### src/rtl/atten_pkg.sv
package atten_pkg;
    localparam int unsigned ATTEN_LVL_W   = 8;
    localparam int unsigned ATTEN_ADDR_W  = 7;
    localparam int unsigned ATTEN_N_CH    = 6;
    localparam int unsigned ATTEN_MASTER  = 8;

    typedef enum logic [1:0] {
        HIT_NONE   = 2'd0,
        HIT_CHAN   = 2'd1,
        HIT_MASTER = 2'd2
    } hit_kind_e;
endpackage

### src/rtl/atten_wr_decode.sv
module atten_wr_decode #(
    parameter int unsigned N_CH        = atten_pkg::ATTEN_N_CH,
    parameter int unsigned ADDR_W      = atten_pkg::ATTEN_ADDR_W,
    parameter int unsigned LVL_W       = atten_pkg::ATTEN_LVL_W,
    parameter int unsigned MASTER_ADDR = atten_pkg::ATTEN_MASTER,
    localparam int unsigned DATA_W     = LVL_W + 1
) (
    input  logic                 wr_en,
    input  logic [ADDR_W-1:0]    addr,
    input  logic [DATA_W-1:0]    data,
    output logic [N_CH-1:0]      load_sel,
    output logic [LVL_W-1:0]     load_lvl,
    output logic                 xfer_all,
    output atten_pkg::hit_kind_e hit_kind
);
    logic [N_CH-1:0] chan_hit;

    // one comparator per channel address
    for (genvar i = 0; i < N_CH; i++) begin : g_hit
        assign chan_hit[i] = wr_en && (addr == ADDR_W'(i));
    end

    always_comb begin
        hit_kind = atten_pkg::HIT_NONE;
        if (|chan_hit) begin
            hit_kind = atten_pkg::HIT_CHAN;
        end else if (wr_en && (addr == ADDR_W'(MASTER_ADDR))) begin
            hit_kind = atten_pkg::HIT_MASTER;
        end
    end

    always_comb begin
        load_lvl = data[LVL_W-1:0];
        unique case (hit_kind)
            atten_pkg::HIT_CHAN:   load_sel = chan_hit;
            atten_pkg::HIT_MASTER: load_sel = '1;
            default:               load_sel = '0;
        endcase
        // an unmapped write never commits
        xfer_all = (hit_kind != atten_pkg::HIT_NONE) && data[LVL_W];
    end
endmodule

### src/rtl/atten_chan_stage.sv
module atten_chan_stage #(
    parameter int unsigned LVL_W = atten_pkg::ATTEN_LVL_W
) (
    input  logic             clk,
    input  logic             rst_n,
    input  logic             load_en,
    input  logic [LVL_W-1:0] load_lvl,
    input  logic             xfer_en,
    output logic [LVL_W-1:0] act_lvl
);
    typedef struct packed {
        logic [LVL_W-1:0] pend;
        logic [LVL_W-1:0] act;
    } stage_t;

    stage_t st_d, st_q;

    always_comb begin
        st_d = st_q;
        if (load_en) begin
            st_d.pend = load_lvl;
        end
        // transfer the freshly loaded value when both happen together
        if (xfer_en) begin
            st_d.act = st_d.pend;
        end
    end

    always_ff @(posedge clk) begin
        if (!rst_n) begin
            st_q <= '1;
        end else begin
            st_q <= st_d;
        end
    end

    assign act_lvl = st_q.act;
endmodule

### src/rtl/atten_bank.sv
module atten_bank #(
    parameter int unsigned N_CH        = atten_pkg::ATTEN_N_CH,
    parameter int unsigned ADDR_W      = atten_pkg::ATTEN_ADDR_W,
    parameter int unsigned LVL_W       = atten_pkg::ATTEN_LVL_W,
    parameter int unsigned MASTER_ADDR = atten_pkg::ATTEN_MASTER,
    localparam int unsigned DATA_W     = LVL_W + 1,
    localparam int unsigned BUS_W      = N_CH * LVL_W
) (
    input  logic              clk,
    input  logic              rst_n,
    input  logic              wr_en,
    input  logic [ADDR_W-1:0] addr,
    input  logic [DATA_W-1:0] data,
    output logic [BUS_W-1:0]  act_lvl
);
    logic [N_CH-1:0]      load_sel;
    logic [LVL_W-1:0]     load_lvl;
    logic                 xfer_all;
    atten_pkg::hit_kind_e hit_kind;

    atten_wr_decode #(
        .N_CH(N_CH), .ADDR_W(ADDR_W), .LVL_W(LVL_W), .MASTER_ADDR(MASTER_ADDR)
    ) u_dec (
        .wr_en(wr_en), .addr(addr), .data(data),
        .load_sel(load_sel), .load_lvl(load_lvl),
        .xfer_all(xfer_all), .hit_kind(hit_kind)
    );

    for (genvar k = 0; k < N_CH; k++) begin : g_ch
        atten_chan_stage #(.LVL_W(LVL_W)) u_stage (
            .clk(clk), .rst_n(rst_n),
            .load_en(load_sel[k]), .load_lvl(load_lvl),
            .xfer_en(xfer_all),
            .act_lvl(act_lvl[k*LVL_W +: LVL_W])
        );
    end
endmodule

### config.mk
export PLATFORM = sky130hd
export DESIGN_NAME = atten_bank
export DESIGN_NICKNAME = d
export VERILOG_FILES = /design/src/rtl/atten_pkg.sv /design/src/rtl/atten_wr_decode.sv /design/src/rtl/atten_chan_stage.sv /design/src/rtl/atten_bank.sv
export SDC_FILE = /design/constraint.sdc
export NUM_CORES = 1
export LEC_CHECK = 0
export CAP_MARGIN = 25
export CORE_ASPECT_RATIO = 1.25
export CORE_UTILIZATION = 57
export CTS_CLUSTER_DIAMETER = 200
export CTS_CLUSTER_SIZE = 28
export DETAILED_ROUTE_END_ITERATION = 7
export GPL_TIMING_DRIVEN = 0
export PLACE_DENSITY = 0.84
export SYNTH_ARGS = -nofsm -noshare
export SYNTH_HDL_FRONTEND = slang
export SYNTH_SLANG_ARGS = --single-unit
### constraint.sdc
create_clock -name clk -period 6.4 [get_ports clk]
set_input_delay 0.64 -clock clk [delete_from_list [all_inputs] [get_ports clk]]
set_output_delay 0.64 -clock clk [all_outputs]
set_load 0.01 [all_outputs]
==> results.yml <==
critical_path:
  timing.rr.end: "g_ch[4].u_stage.act_lvl[5]"
  critPathLaunchType: "input port"
  cp.arrival_ns: 3.23
  r2r-start: "g_ch[4].u_stage.st_q[13]"
  crit_chain: "clkdlybuf4s50_1 > nor4b_1 > clkbuf_1 > and4_1 > buf_2 > buf_1 > nor3_1 > a21oi_1"
  reg2regPathDepth: 4
  slowest_delay_ns: 0.47
  path_class: "input port to flop"
  path_delay_family: "buffers and inverters"
  required_ns: 6.70
  path_max_fanout: 10
  rrSetupSlack_ns: 5.28
  path_buf_inv: 4
  cp_slowest_cell: "nor4b_1"
  endpoint_kind: "flop"
yosys:
  post-synth-top-count-cell: "dfxtp_1"
  ys_warn_count: 0
  synth_area_sq_mm: 0.004203
  syn-num-nets: 484
  avgSynthCellArea_sq_um: 9.038
  synthDistinctLibCells: 34
  yosys.area.top_type: "dfxtp_1"
  synth_seq_cells: 96
  synth_edf_count: 0
  ys.flop_type: "dfxtp_1"
  netlist_instances: 465
  synth_top_area_frac: 0.4573
  async_reset_ff_frac: 0
  synth_top_cells_by_count: "dfxtp_1 (96), buf_4 (48), nor2_1 (44), a211oi_1 (42), o21ai_0 (39)"
  ys_seq_area_frac: 0.4573
  synth_area_leaders: "dfxtp_1 (46%), buf_4 (8.6%), a211o_1 (7.9%), a211oi_1 (7.5%), o21ai_0 (4.6%)"
finish:
  diodes: 0
  areaGrowthSynthToFinish_pct: 22.57
  final_util: 0.7294
  drive_gt1_frac: 0.1415
  finalNetCount: 558
  fillers: 576
clocking:
  root_buffer: "clkbuf_8"
  clock_sinks: 96
  h-tree-depth: 3
  cts_max_path_buffers: 2
  cts-resized-gates: 0
  cts_buffers: 9
  cts_setup_buffers: 0
  cts_tree: "built"
  insertion_delay_ns: 0.36
  hold_buffers: 0
  clkTransAtPathRegs_ns: 0.09
routing:
  dr.pass1.iters: 6
  wl_per_cell_microns: 16.91
  drtAntennaViolNets: 0
  drt_iter0_drc: 327
  dr_total_vias: 3802
  drc: 0
  routed_wl_mm: 10.72
  vias_per_cell: 5.997
timing:
  worst_slew_pin_slew_ns: 0.9430
  tns_ns: 0
  period_needed_ns: 2.930
  setup_violations: 0
  drv_slew: 0
  rsz0062_at_grt: "false"
  skew_ns: 0.01004
  fin_crit_sh: 0.4578
  hold_viol: 0
  relSlewSlack: 0.3551
  finalWorstSetupSlack_ns: 3.470
  max_freq_mhz: 341.3
hold_path:
  holdPathEnd: "g_ch[2].u_stage.st_q[11]"
  hold_path_class: "flop to flop"
  hp-start: "g_ch[2].u_stage.st_q[11]"
  holdPathStages: 1
global_route:
  grt_usage: 0.2936
  grt_pass1_wl_mm: 17.39
  grt_pass1_vias: 3492
  grt_max_degree: 17
  overflow: 0
  antenna_found_initial: 0
placement:
  gp_congestion: 0.9955
  port_buffers: 63
  dpl.hpwl_mm: 7.803
  place_ws_ns: 3.181
power_and_ir_drop:
  pwr_density_cell_mw_per_mm2: 208.2
  max-vdd-ir-drop_uv: 160.6
  cellLeakagePower_uw: 0.001918
job:
  timing.max_cap.violations: 0
floorplan:
  dieArea_sq_mm: 0.007723
  boundaryPins: 67
  start_util: 0.5951
  coreArea_sq_mm: 0.007062
  die_height_microns: 98.01
  rows: 34
  die_w_microns: 78.80
outcome:
  status: "complete, no violations"
worst register-to-register path: stages (launching register included):
cell	delay (ns)
dfxtp_1	0.30
inv_1	0.04
a31oi_1	0.05
a211oi_1	0.44
o21ai_0	0.16
metrics by stage:
step | area (sq um) | cells | total power, uW | hold WS, ns
2_1_floorplan | 4203 | 465 | 648.1 | 0.4370
3_3_place_gp | 4946 | 618 | 675.4 | 0.4436
3_5_place_dp | 4946 | 618 | 676.2 | 0.4509
4_1_cts | 5151 | 634 | 1074 | 0.4710
5_1_grt | 5151 | 634 | 1102 | 0.4892
6_report | 5151 | 634 | 1073 | 0.4684
logic make-up (layout without fill, tap and decap cells):
kind of cell,count (synthesis),after routing,share of synthesized area
multiplexers,8,8,0.01905
AND/OR/NAND/NOR,96,96,0.1122
XOR/XNOR,3,3,0.006253
buffers and inverters,107,186,0.1429
AO/OA/AOI/OAI,155,155,0.2623
flip-flops,96,96,0.4573
final cells by class:
cell class	count	area [sq um]	share of cell area
Sequential cell	96	1922	0.3731
Clock inverter	6	67.56	0.01312
Tap cell	90	112.6	0.02186
Inverter	17	63.81	0.01239
Multi-Input combinational cell	262	1680	0.3262
Timing Repair Buffer	63	630.6	0.1224
Buffer	90	536.8	0.1042
Clock buffer	10	137.6	0.02672
routing by layer:
layer | up-vias | wire [microns] | global-route usage
li1 | 1805 | - | -
met1 | 1801 | 4519 | 0.3694
met2 | 154 | 5153 | 0.4783
met3 | 42 | 572 | 0.04860
met4 | 0 | 473 | 0.1538
met5 | - | 0 | 0
where the power goes:
| part | total [uW] | internal, uW | switching, uW | leakage [uW] |
|---|---|---|---|---|
| Sequential | 600 | 599 | 1.06 | 0.000778 |
| Combinational | 64.6 | 20.1 | 44.4 | 0.00104 |
| Clock | 408 | 193 | 215 | 0.0000989 |
state kept, by name, indices dropped and copies added, names as in the netlist:
signal,count
g_ch.u_stage.act_lvl,48
g_ch.u_stage.st_q,48
how the worst max path moves through the flow:
stage               startpoint                         end  slack (ns)  depth (start not counted)
finish                 addr[6]  g_ch[0].u_stage.act_lvl[1]        3.47                          8
CTS                    addr[6]  g_ch[0].u_stage.act_lvl[1]        3.54                          8
global route           addr[6]  g_ch[2].u_stage.act_lvl[4]        3.29                          8
global placement       addr[6]  g_ch[4].u_stage.act_lvl[5]        3.15                          7
floorplan              addr[6]    g_ch[1].u_stage.st_q[11]        3.93                          6
detailed placement     addr[6]  g_ch[2].u_stage.act_lvl[5]        3.18                          8
cell usage in the layout (no fill, tap or decap), drive strengths merged, types with 2 or more instances in the layout:
master / count
inv: 18
nand2b: 6
clkdlybuf4s50: 63
a21oi: 8
xnor2: 2
nand3b: 2
a31oi: 8
or3b: 2
a221o: 4
a211oi: 42
a211o: 38
clkbuf: 40
clkinvlp: 2
clkinv: 2
dfxtp: 96
buf: 60
nor3: 11
nand2: 9
nor4: 13
a2111oi: 9
or3: 2
o21ai: 42
mux2i: 8
nor2: 44
a221oi: 4
Note: power is estimated with default switching activity, not from simulation.
